### src/rtl/ddr2_ap_pkg.sv
package ddr2_ap_pkg;

    typedef enum logic [2:0] {
        OP_NOP = 3'd0,
        OP_ACT = 3'd1,
        OP_RD  = 3'd2,
        OP_WR  = 3'd3,
        OP_PRE = 3'd4
    } cmd_op_e;

    typedef enum logic [1:0] {
        BK_IDLE   = 2'd0,
        BK_OPEN   = 2'd1,
        BK_APWAIT = 2'd2,
        BK_PRECH  = 2'd3
    } bank_st_e;

endpackage

### src/rtl/ddr2_ap_bank.sv
module ddr2_ap_bank
    import ddr2_ap_pkg::*;
#(
    parameter int CW  = 6,
    parameter int ALW = 3
) (
    input  logic           clk,
    input  logic           rst_n,
    input  logic [ALW-1:0] cfg_al,
    input  logic           cfg_bl8,
    input  logic [CW-1:0]  cfg_tras,
    input  logic [CW-1:0]  cfg_trtp,
    input  logic [CW-1:0]  cfg_trp,
    input  logic           do_act,
    input  logic           do_rdap,
    input  logic           do_pre,
    output logic           is_open,
    output logic           ras_met,
    output logic           act_rdy
);
    localparam int LW  = CW + 2;
    localparam int AGW = LW + 2;

    typedef struct packed {
        bank_st_e      st;
        logic [LW-1:0] ras;
        logic [LW-1:0] pend;
        logic [LW-1:0] rtp;
        logic [LW-1:0] rp;
    } bank_regs_t;

    bank_regs_t q, d;

    logic [LW-1:0] half_w;
    logic [LW-1:0] nom_w;
    logic [LW-1:0] rtpx_w;
    logic          start_ok;

    function automatic logic [LW-1:0] dec1(input logic [LW-1:0] v);
        return (v == '0) ? '0 : v - LW'(1);
    endfunction

    assign half_w   = cfg_bl8 ? LW'(4) : LW'(2);
    assign nom_w    = LW'(cfg_al) + half_w;
    assign rtpx_w   = LW'(cfg_al) + half_w - LW'(2) + LW'(cfg_trtp);
    assign start_ok = (q.pend == '0) && (q.rtp == '0) && (q.ras == '0);

    always_comb begin
        d      = q;
        d.ras  = dec1(q.ras);
        d.pend = dec1(q.pend);
        d.rtp  = dec1(q.rtp);
        d.rp   = dec1(q.rp);
        if (do_act) begin
            d.st  = BK_OPEN;
            d.ras = dec1(LW'(cfg_tras));
        end else begin
            case (q.st)
                BK_OPEN: begin
                    if (do_rdap) begin
                        d.st   = BK_APWAIT;
                        d.pend = dec1(nom_w);
                        d.rtp  = dec1(rtpx_w);
                    end else if (do_pre) begin
                        d.st = BK_PRECH;
                        d.rp = dec1(LW'(cfg_trp));
                    end
                end
                BK_APWAIT: begin
                    if (start_ok) begin
                        d.st = BK_PRECH;
                        d.rp = dec1(LW'(cfg_trp));
                    end
                end
                BK_PRECH: begin
                    if (q.rp == '0) begin
                        d.st = BK_IDLE;
                    end
                end
                default: ;
            endcase
        end
    end

    always_ff @(posedge clk) begin
        if (!rst_n) begin
            q <= '{st: BK_IDLE, ras: '0, pend: '0, rtp: '0, rp: '0};
        end else begin
            q <= d;
        end
    end

    assign is_open = (q.st == BK_OPEN);
    assign ras_met = (q.ras == '0);
    assign act_rdy = (q.st == BK_IDLE) || ((q.st == BK_PRECH) && (q.rp == '0));

    // Independent age counters used only by the checks below.
    logic [AGW-1:0] age_rd_q, age_act_q;
    logic           ap_start;

    always_ff @(posedge clk) begin
        if (!rst_n) begin
            age_rd_q  <= '0;
            age_act_q <= '0;
        end else begin
            if (do_rdap)            age_rd_q <= AGW'(1);
            else if (~&age_rd_q)    age_rd_q <= age_rd_q + AGW'(1);
            if (do_act)             age_act_q <= AGW'(1);
            else if (~&age_act_q)   age_act_q <= age_act_q + AGW'(1);
        end
    end

    assign ap_start = (q.st == BK_APWAIT) && (d.st == BK_PRECH);

    a_r2_not_before_nominal: assert property (@(posedge clk) disable iff (!rst_n)
        ap_start |-> (age_rd_q >= AGW'(nom_w)));

    a_r4_not_before_rtp: assert property (@(posedge clk) disable iff (!rst_n)
        ap_start |-> (age_rd_q >= AGW'(rtpx_w)));

    a_r3_not_before_ras: assert property (@(posedge clk) disable iff (!rst_n)
        ap_start |-> (age_act_q >= AGW'(cfg_tras)));

    a_r9_act_only_when_ready: assert property (@(posedge clk) disable iff (!rst_n)
        do_act |-> act_rdy);

    a_r9_rdap_only_when_open: assert property (@(posedge clk) disable iff (!rst_n)
        do_rdap |=> (q.st == BK_APWAIT));

endmodule

### src/rtl/ddr2_ap_xgap.sv
module ddr2_ap_xgap #(
    parameter int MAX_GAP = 6
) (
    input  logic clk,
    input  logic rst_n,
    input  logic cfg_bl8,
    input  logic rdap_any,
    output logic rd_ok,
    output logic wr_ok
);
    localparam int XW = $clog2(MAX_GAP + 1);

    typedef struct packed {
        logic [XW-1:0] rd;
        logic [XW-1:0] wr;
    } gap_regs_t;

    gap_regs_t     q, d;
    logic [XW-1:0] half_w;

    assign half_w = cfg_bl8 ? XW'(4) : XW'(2);

    always_comb begin
        d    = q;
        d.rd = (q.rd == '0) ? '0 : q.rd - XW'(1);
        d.wr = (q.wr == '0) ? '0 : q.wr - XW'(1);
        if (rdap_any) begin
            d.rd = half_w - XW'(1);
            d.wr = half_w + XW'(1);
        end
    end

    always_ff @(posedge clk) begin
        if (!rst_n) begin
            q <= '{rd: '0, wr: '0};
        end else begin
            q <= d;
        end
    end

    assign rd_ok = (q.rd == '0);
    assign wr_ok = (q.wr == '0);

    a_r8_rd_gate_after_rdap: assert property (@(posedge clk) disable iff (!rst_n)
        $fell(rd_ok) |-> $past(rdap_any));

    a_r8_wr_window_covers_rd: assert property (@(posedge clk) disable iff (!rst_n)
        !rd_ok |-> !wr_ok);

endmodule

### src/rtl/ddr2_ap_gate.sv
module ddr2_ap_gate
    import ddr2_ap_pkg::*;
#(
    parameter int NB = 8,
    parameter int BW = 3
) (
    input  logic          clk,
    input  logic          rst_n,
    input  logic          cmd_valid,
    input  logic [2:0]    cmd_op,
    input  logic [BW-1:0] cmd_bank,
    input  logic          cmd_ap,
    input  logic [NB-1:0] is_open,
    input  logic [NB-1:0] ras_met,
    input  logic [NB-1:0] act_rdy,
    input  logic          rd_ok,
    input  logic          wr_ok,
    output logic [NB-1:0] do_act,
    output logic [NB-1:0] do_rdap,
    output logic [NB-1:0] do_pre,
    output logic          rdap_any,
    output logic          bad
);
    logic legal;
    logic acc;

    always_comb begin
        case (cmd_op)
            OP_ACT:  legal = act_rdy[cmd_bank];
            OP_RD:   legal = is_open[cmd_bank] && rd_ok;
            OP_WR:   legal = is_open[cmd_bank] && wr_ok;
            OP_PRE:  legal = (is_open[cmd_bank] && ras_met[cmd_bank]) || act_rdy[cmd_bank];
            default: legal = 1'b1;
        endcase
    end

    assign acc = cmd_valid && legal;
    assign bad = cmd_valid && !legal;

    for (genvar g = 0; g < NB; g++) begin : g_sel
        logic hit;
        assign hit        = acc && (cmd_bank == BW'(g));
        assign do_act[g]  = hit && (cmd_op == OP_ACT);
        assign do_rdap[g] = hit && (cmd_op == OP_RD) && cmd_ap;
        assign do_pre[g]  = hit && (cmd_op == OP_PRE) && is_open[g];
    end

    assign rdap_any = |do_rdap;

    a_r6_plain_read_no_ap: assert property (@(posedge clk) disable iff (!rst_n)
        (cmd_valid && (cmd_op == OP_RD) && !cmd_ap) |-> !rdap_any);

endmodule

### src/rtl/ddr2_ap_tracker.sv
module ddr2_ap_tracker
    import ddr2_ap_pkg::*;
#(
    parameter int NB  = 8,
    parameter int CW  = 6,
    parameter int ALW = 3,
    parameter int BW  = $clog2(NB)
) (
    input  logic           clk,
    input  logic           rst_n,
    input  logic           cmd_valid,
    input  logic [2:0]     cmd_op,
    input  logic [BW-1:0]  cmd_bank,
    input  logic           cmd_ap,
    input  logic [ALW-1:0] cfg_al,
    input  logic           cfg_bl8,
    input  logic [CW-1:0]  cfg_tras,
    input  logic [CW-1:0]  cfg_trtp,
    input  logic [CW-1:0]  cfg_trp,
    output logic [NB-1:0]  act_ready,
    output logic           rd_ok,
    output logic           wr_ok,
    output logic           viol,
    output logic [BW-1:0]  viol_bank
);
    typedef struct packed {
        logic          flag;
        logic [BW-1:0] bank;
    } viol_regs_t;

    viol_regs_t    q, d;
    logic [NB-1:0] open_v, ras_v, rdy_v;
    logic [NB-1:0] do_act, do_rdap, do_pre;
    logic          rdap_any, bad;

    ddr2_ap_gate #(.NB(NB), .BW(BW)) u_gate (
        .clk      (clk),
        .rst_n    (rst_n),
        .cmd_valid(cmd_valid),
        .cmd_op   (cmd_op),
        .cmd_bank (cmd_bank),
        .cmd_ap   (cmd_ap),
        .is_open  (open_v),
        .ras_met  (ras_v),
        .act_rdy  (rdy_v),
        .rd_ok    (rd_ok),
        .wr_ok    (wr_ok),
        .do_act   (do_act),
        .do_rdap  (do_rdap),
        .do_pre   (do_pre),
        .rdap_any (rdap_any),
        .bad      (bad)
    );

    ddr2_ap_xgap #(.MAX_GAP(6)) u_xgap (
        .clk     (clk),
        .rst_n   (rst_n),
        .cfg_bl8 (cfg_bl8),
        .rdap_any(rdap_any),
        .rd_ok   (rd_ok),
        .wr_ok   (wr_ok)
    );

    for (genvar g = 0; g < NB; g++) begin : g_bank
        ddr2_ap_bank #(.CW(CW), .ALW(ALW)) u_bank (
            .clk     (clk),
            .rst_n   (rst_n),
            .cfg_al  (cfg_al),
            .cfg_bl8 (cfg_bl8),
            .cfg_tras(cfg_tras),
            .cfg_trtp(cfg_trtp),
            .cfg_trp (cfg_trp),
            .do_act  (do_act[g]),
            .do_rdap (do_rdap[g]),
            .do_pre  (do_pre[g]),
            .is_open (open_v[g]),
            .ras_met (ras_v[g]),
            .act_rdy (rdy_v[g])
        );
    end

    always_comb begin
        d      = q;
        d.flag = bad;
        if (bad) begin
            d.bank = cmd_bank;
        end
    end

    always_ff @(posedge clk) begin
        if (!rst_n) begin
            q <= '{flag: 1'b0, bank: '0};
        end else begin
            q <= d;
        end
    end

    assign act_ready = rdy_v;
    assign viol      = q.flag;
    assign viol_bank = q.bank;

    a_r9_viol_follows_cmd: assert property (@(posedge clk) disable iff (!rst_n)
        viol |-> $past(cmd_valid));

endmodule

### config.mk
export PLATFORM = sky130hd
export DESIGN_NAME = ddr2_ap_tracker
export DESIGN_NICKNAME = d
export VERILOG_FILES = /design/src/rtl/ddr2_ap_pkg.sv /design/src/rtl/ddr2_ap_bank.sv /design/src/rtl/ddr2_ap_xgap.sv /design/src/rtl/ddr2_ap_gate.sv /design/src/rtl/ddr2_ap_tracker.sv
export SDC_FILE = /design/constraint.sdc
export NUM_CORES = 1
export LEC_CHECK = 0
export ABC_AREA = 1
export CORE_ASPECT_RATIO = 0.75
export CORE_UTILIZATION = 40
export DETAILED_ROUTE_END_ITERATION = 10
export HOLD_SLACK_MARGIN = 0.1
export PLACE_DENSITY_LB_ADDON = 0.05
export SLEW_MARGIN = 20
export SYNTH_ARGS = -nofsm -noshare
export SYNTH_HDL_FRONTEND = slang
export SYNTH_SLANG_ARGS = --single-unit
### constraint.sdc
create_clock -name clk -period 3.7 [get_ports clk]
set_input_delay 0.925 -clock clk [delete_from_list [all_inputs] [get_ports clk]]
set_output_delay 0.925 -clock clk [all_outputs]
set_load 0.02 [all_outputs]
# After elaboration in Yosys (flattened, before gate mapping)
# Index checks and enable logic that the tools add are counted.
[word_totals]
reg_bits = 282
[op_classes]
addsub = 43
eq_ne = 83
n_reduce_logical = 175
muxes = 160
n_lt_le_gt_ge = 1
bitwise_logic = 1
[op_table]
columns = ["operator", "count"]
rows = [
  ["$mux W8", 68],
  ["$logic_not A8 Y1", 34],
  ["$sub A8 B1 Y8 const B", 34],
  ["$mux W16", 16],
  ["$mux W24", 8],
  ["$pmux W8 S2", 8],
  ["$logic_and A1 B1 Y1", 77],
  ["$ne A3 B1 Y1 const B", 24],
  ["$mux W2", 32],
  ["$reduce_and A4 Y1", 16],
  ["$pmux W2 S3", 8],
  ["$eq A2 B2 Y1 const B", 16],
  ["$ne A2 B1 Y1 const B", 16],
  ["$ne A4 B1 Y1 const B", 8],
  ["$reduce_bool A4 Y1", 8],
  ["$reduce_bool A3 Y1", 8],
  ["$eq A2 B1 Y1 const B", 8],
  ["$logic_not A2 Y1", 8],
  ["$reduce_or A2 Y1", 8],
  ["$eq A3 B3 Y1 const B", 5],
  ["$sub A6 B1 Y7 const B", 2],
  ["$eq A3 B2 Y1 const B", 4],
  ["$logic_not A6 Y1", 2],
  ["$mux W3", 4],
  ["16 further kinds", 41],
]

# Logic depth before layout (Yosys ltp)
[depth]
depth_word = 15
ltp_mapped = 21
mapped_depth_nobuf = 20

# Hierarchy
# From an unflattened synthesis, not the netlist that was laid out.
[unflattened]
cells_unflattened = 3486
area_unflattened_um2 = 23951.7
[by_module_without_submodules]
columns = ["module", "area_each_um2", "cells_per_inst", "seq_area_each_um2", "n_inst"]
rows = [
  ["ddr2_ap_bank (g_bank[0].u_bank ...)", 2835.2, 407, 680.7, 5],
  ["ddr2_ap_bank (g_bank[2].u_bank)", 2892.8, 401, 680.7, 1],
  ["ddr2_ap_bank (g_bank[7].u_bank)", 2865.2, 412, 680.7, 1],
  ["ddr2_ap_bank (g_bank[6].u_bank)", 2842.7, 414, 680.7, 1],
  ["ddr2_ap_gate", 767.0, 168, 0.0, 1],
  ["ddr2_ap_xgap", 264.0, 35, 120.1, 1],
  ["ddr2_ap_tracker", 143.9, 21, 80.1, 1],
]

# Worst setup path before layout
# No wires, ideal clock.
[synth_timing]
path_type = "input-to-reg"
start = "input port cfg_bl8"
end = "register g_bank[4].u_bank.q[10] (netlist bit)"
slack_ps = -226
arrival_time_ps = 3793
stages = 20
n_path_buf = 0
required_ps = 3567
setup_time_ps = 133
path_cell_list = "inv_1 > ha_1 > fa_1 > inv_1 > ha_1 > inv_1 > fa_1 > a21oi_1 > o21bai_1 > xnor2_1 > inv_1 > nand2_1 > nor2_1 > inv_1 > nor2_1 > nand2_1 > o21ai_0 > inv_1 > o21ai_0 > a21oi_1"
[synth_between]
elab_chain_len = 9
[synth_rtl]
columns = ["element", "line_no", "source"]
rows = [
  ["start, declared", "ddr2_ap_tracker.sv:16", "input logic cfg_bl8,"],
  ["$mux W3 *", "ddr2_ap_bank.sv:43", "assign half_w = cfg_bl8 ? LW'(4) : LW'(2);"],
  ["$add A3 B8 Y8 *", "ddr2_ap_bank.sv:45", "assign rtpx_w = LW'(cfg_al) + half_w - LW'(2) + LW'(cfg_trtp);"],
  ["$sub A8 B2 Y8 *", "ddr2_ap_bank.sv:45", ""],
  ["$add A8 B6 Y8 *", "ddr2_ap_bank.sv:45", ""],
  ["$sub A8 B1 Y8 / $logic_not A8 Y1 (equally long branches)", "ddr2_ap_bank.sv:40", "return (v == '0) ? '0 : v - LW'(1);"],
  ["$mux W8 *", "ddr2_ap_bank.sv:40", ""],
  ["$mux W16 *", "ddr2_ap_bank.sv:60", "if (do_rdap) begin"],
  ["$mux W16 *", "ddr2_ap_bank.sv:58", "case (q.st)"],
  ["$mux W24 *", "ddr2_ap_bank.sv:54", "if (do_act) begin"],
  ["end signal, assigned", "ddr2_ap_bank.sv:87", "q <= '{st: BK_IDLE, ras: '0, pend: '0, rtp: '0, rp: '0};"],
  ["end, declared", "ddr2_ap_bank.sv:32", "bank_regs_t q, d;"],
]
# Every way passes the cells marked *; elsewhere a longest branch is shown, timed or not.
# A chain may end at the register's enable or synchronous reset.

# Final worst setup path
[layout_timing]
start = "input port cfg_bl8"
end = "register g_bank[2].u_bank.q[14] (netlist bit)"
[layout_between]
elab_chain_len = 9
[layout_rtl]
columns = ["element", "line_no"]
rows = [
  ["$mux W3 *", "ddr2_ap_bank.sv:43"],
  ["$add A3 B8 Y8 *", "ddr2_ap_bank.sv:45"],
  ["$sub A8 B2 Y8 *", "ddr2_ap_bank.sv:45"],
  ["$add A8 B6 Y8 *", "ddr2_ap_bank.sv:45"],
  ["$sub A8 B1 Y8 / $logic_not A8 Y1 (equally long branches)", "ddr2_ap_bank.sv:40"],
  ["$mux W8 *", "ddr2_ap_bank.sv:40"],
  ["$mux W16 *", "ddr2_ap_bank.sv:60"],
  ["$mux W16 *", "ddr2_ap_bank.sv:58"],
  ["$mux W24 *", "ddr2_ap_bank.sv:54"],
  ["end signal, assigned", "ddr2_ap_bank.sv:87"],
  ["end, declared", "ddr2_ap_bank.sv:32"],
]
# Marks and branches as above.

==> out/results.txt <==
area post-placement -> 20300 µm²
antenna cells -> 0
Mapped Cells -> 2783
Slew headroom -> 53.9%
Core Area -> 44700 µm²
Initial Util -> 40.6%
leading area contributor after synthesis -> dfxtp_1
H-tree levels -> 2
VDD IR max -> 0.000481 V
hold buffer count at CTS -> 0
fin area -> 21600 µm²
Via Count -> 18100
Clock Path Buffers -> 3
P_leak -> 9.98 nW
final non-filler cell total -> 3546
part of the cycle the worst path needs -> 95.9%
TritonRoute pass-1 iters -> 7
Critical Path AT -> 4.00 ns
Final GP Congestion -> 0.886
pin count of the biggest net entering global routing -> 75
CP Data Required Time -> 4.15 ns
number of flops mapped to enable cells by yosys -> 0
crit path time final -> 3.55 ns
Cell Area, Synth -> 18100 µm²
RSZ-0062 raised after global routing -> false
f_max -> 0.282 GHz
crit end category -> flop
Pwr Density -> 903 nW/µm²
CTS clock-pin slew for the worst setup and hold paths -> 0.06 ns
Layout area overhead -> 18.9%
All-Layer GR Usage -> 23.9%
DRC -> 0
Netlist cell types -> 51
die area -> 46200 µm²
final WL -> 55100 µm
Inst Count DP -> 3483
Yosys reg bits -> 282
Critical Path Start Type -> input port
critical path class -> input port to flop
CTS root buf -> clkbuf_16
clk sinks -> 282
wire per inst -> 15.5 µm
DRT antenna net count -> 0
Synthesis Warnings -> 0
CTS Buf Count -> 34
outcome -> completed
Most used DFF post-synth -> dfxtp_1
Critical Path Fanout Max -> 3
post-synth top area share -> 31.1%
share of cells above drive strength 1 -> 11.0%
port buffer count -> 45
Site Rows -> 67
initial DRC count -> 1088
Post-synth ARST share -> 0%
nets -> 3063
global-route wire length before repair -> 88700 µm
grt ovf -> 0
Post-DP HPWL -> 41000 µm
final count of hold timing violations -> 0
vias in the first global route -> 16600
Min-Delay Path Class -> flop to flop
most frequent cells in the layout -> 469 x nand2_1, 374 x inv_1, 323 x nor2_1
endpoints failing setup -> 0
Max-Cap Viols -> 0
initial antenna violation count -> 0
clock skew -> 0.0210 ns
Slew Limit Fails -> 0
most common cell after layout, fill and taps aside -> nand2_1
syn_nets -> 2908
routed vias/inst -> 5.11
DIE WIDTH -> 248 µm
I/O pin total -> 46
Clock Latency Late Sink -> 0.53 ns
worst-margin pin slew -> 0.686 ns
Die Ht -> 186 µm
CTS tree -> yes
reg-to-reg slack, setup -> 0.61 ns
sequential share of the synthesized area -> 31.1%
Mean Syn Cell Area -> 6.52 µm²
Layout fillers -> 4530
largest cells by area after synthesis -> dfxtp_1 31%, nand2_1 9.8%, o21ai_0 8.6%
==> synthesized netlist by cell type, types with 7 or more instances <==
| cell type | instances |
|---|---|
| o21bai_1 | 9 |
| dfxtp_1 | 282 |
| a21oi_1 | 309 |
| nor4_1 | 12 |
| o211ai_1 | 29 |
| nor2_1 | 327 |
| nor2_2 | 8 |
| or2_2 | 24 |
| nand2_1 | 474 |
| xor2_1 | 33 |
| buf_4 | 9 |
| inv_1 | 384 |
| nand4_1 | 35 |
| nand3_1 | 134 |
| o21a_1 | 10 |
| o211a_1 | 12 |
| clkbuf_1 | 54 |
| o21ai_0 | 311 |
| nand3b_1 | 8 |
| nand3_4 | 7 |
| buf_2 | 15 |
| a31oi_1 | 18 |
| inv_2 | 13 |
| o21ai_1 | 10 |
| ha_1 | 91 |
| xnor2_1 | 24 |
| nor3_1 | 86 |
==> path summary, 6_finish.rpt <==
kind	startpoint	to	cells past startpoint
min reg2reg	u_xgap.q[5]	u_xgap.q[5]	2
max reg2reg	g_bank[2].u_bank.q[0]	g_bank[1].u_bank.q[3]	19
min	u_xgap.q[5]	u_xgap.q[5]	2
max	cfg_bl8	g_bank[2].u_bank.q[14]	22
==> per-layer routing <==
layer	part of all wire, %	GRT usage, %	wire length [µm]
met2	41	35.0	22400
met5	0	0	0
met3	5.7	4.13	3170
met4	1.5	4.32	829
met1	52	36.4	28700
==> flip-flops by register name, indices dropped and copies added (netlist names) <==
signal           flops
g_bank.u_bank.q    272
u_xgap.q             6
viol_bank            3
viol                 1
==> report_power, final <==
part / switching (W) / leakage, nW / total (W) / internal (W)
sequential: 0.000894 / 2.33 / 0.00515 / 0.00425
combinational: 0.00671 / 7.12 / 0.0110 / 0.00429
clock: 0.00139 / 0.534 / 0.00334 / 0.00196
total: 0.00899 / 9.98 / 0.0195 / 0.0105
==> critical path, cell delays in order <==
cell	delay (ns)
buf_6	0.11
inv_12	0.03
ha_4	0.15
fa_2	0.56
inv_2	0.06
ha_4	0.26
inv_4	0.04
fa_2	0.36
a21oi_2	0.17
o21bai_2	0.12
xnor2_2	0.16
inv_1	0.07
nand2_2	0.06
nor2_4	0.12
inv_2	0.06
nor2_4	0.12
nand2_1	0.09
o21ai_2	0.09
buf_6	0.15
buf_12	0.10
o21ai_1	0.05
a31oi_1	0.14
==> area by class of cell <==
type,count,area (µm²),area share [%]
inverters,403,1530,7.09
multi-input cells,2015,10800,50.1
flip-flops and latches,282,5650,26.2
well taps,586,733,3.40
clock inverters,11,113,0.522
repair buffers,202,1790,8.31
clock buffers,47,961,4.45
==> cells by family after synthesis <==
family | synth area share (%)
AND/OR/NAND/NOR | 27.2
adder cells (fa/ha/maj) | 6.50
AO/OA/AOI/OAI | 22.0
flip-flops | 31.1
XOR/XNOR | 2.75
buffers and inverters | 10.5
==> through the flow <==
| step | total power (W) | TNS (ns) | hold WS (ns) | util (%) | setup slack (ns) |
|---|---|---|---|---|---|
| detailed placement | 0.0160 | -54.00 | 0.455 | 45.5 | -0.934 |
| floorplan | 0.0132 | -0.00676 | 0.439 | - | -0.00676 |
| finish | 0.0195 | 0 | 0.465 | 48.3 | 0.151 |
| global route | 0.0216 | 0 | 0.508 | 48.3 | 0.0333 |
| global placement | 0.0159 | -49.55 | 0.448 | 45.5 | -0.870 |
| CTS | 0.0195 | -0.0286 | 0.464 | 48.1 | -0.0286 |
==> what timing repair did <==
action	4_1_cts	5_1_grt
endpoints found under the setup margin	64	64
setup buffers	7	1
gates cloned	0	0
pin swaps	10	13
resized for setup	22	21
Note: power is estimated with default switching activity, not from simulation.
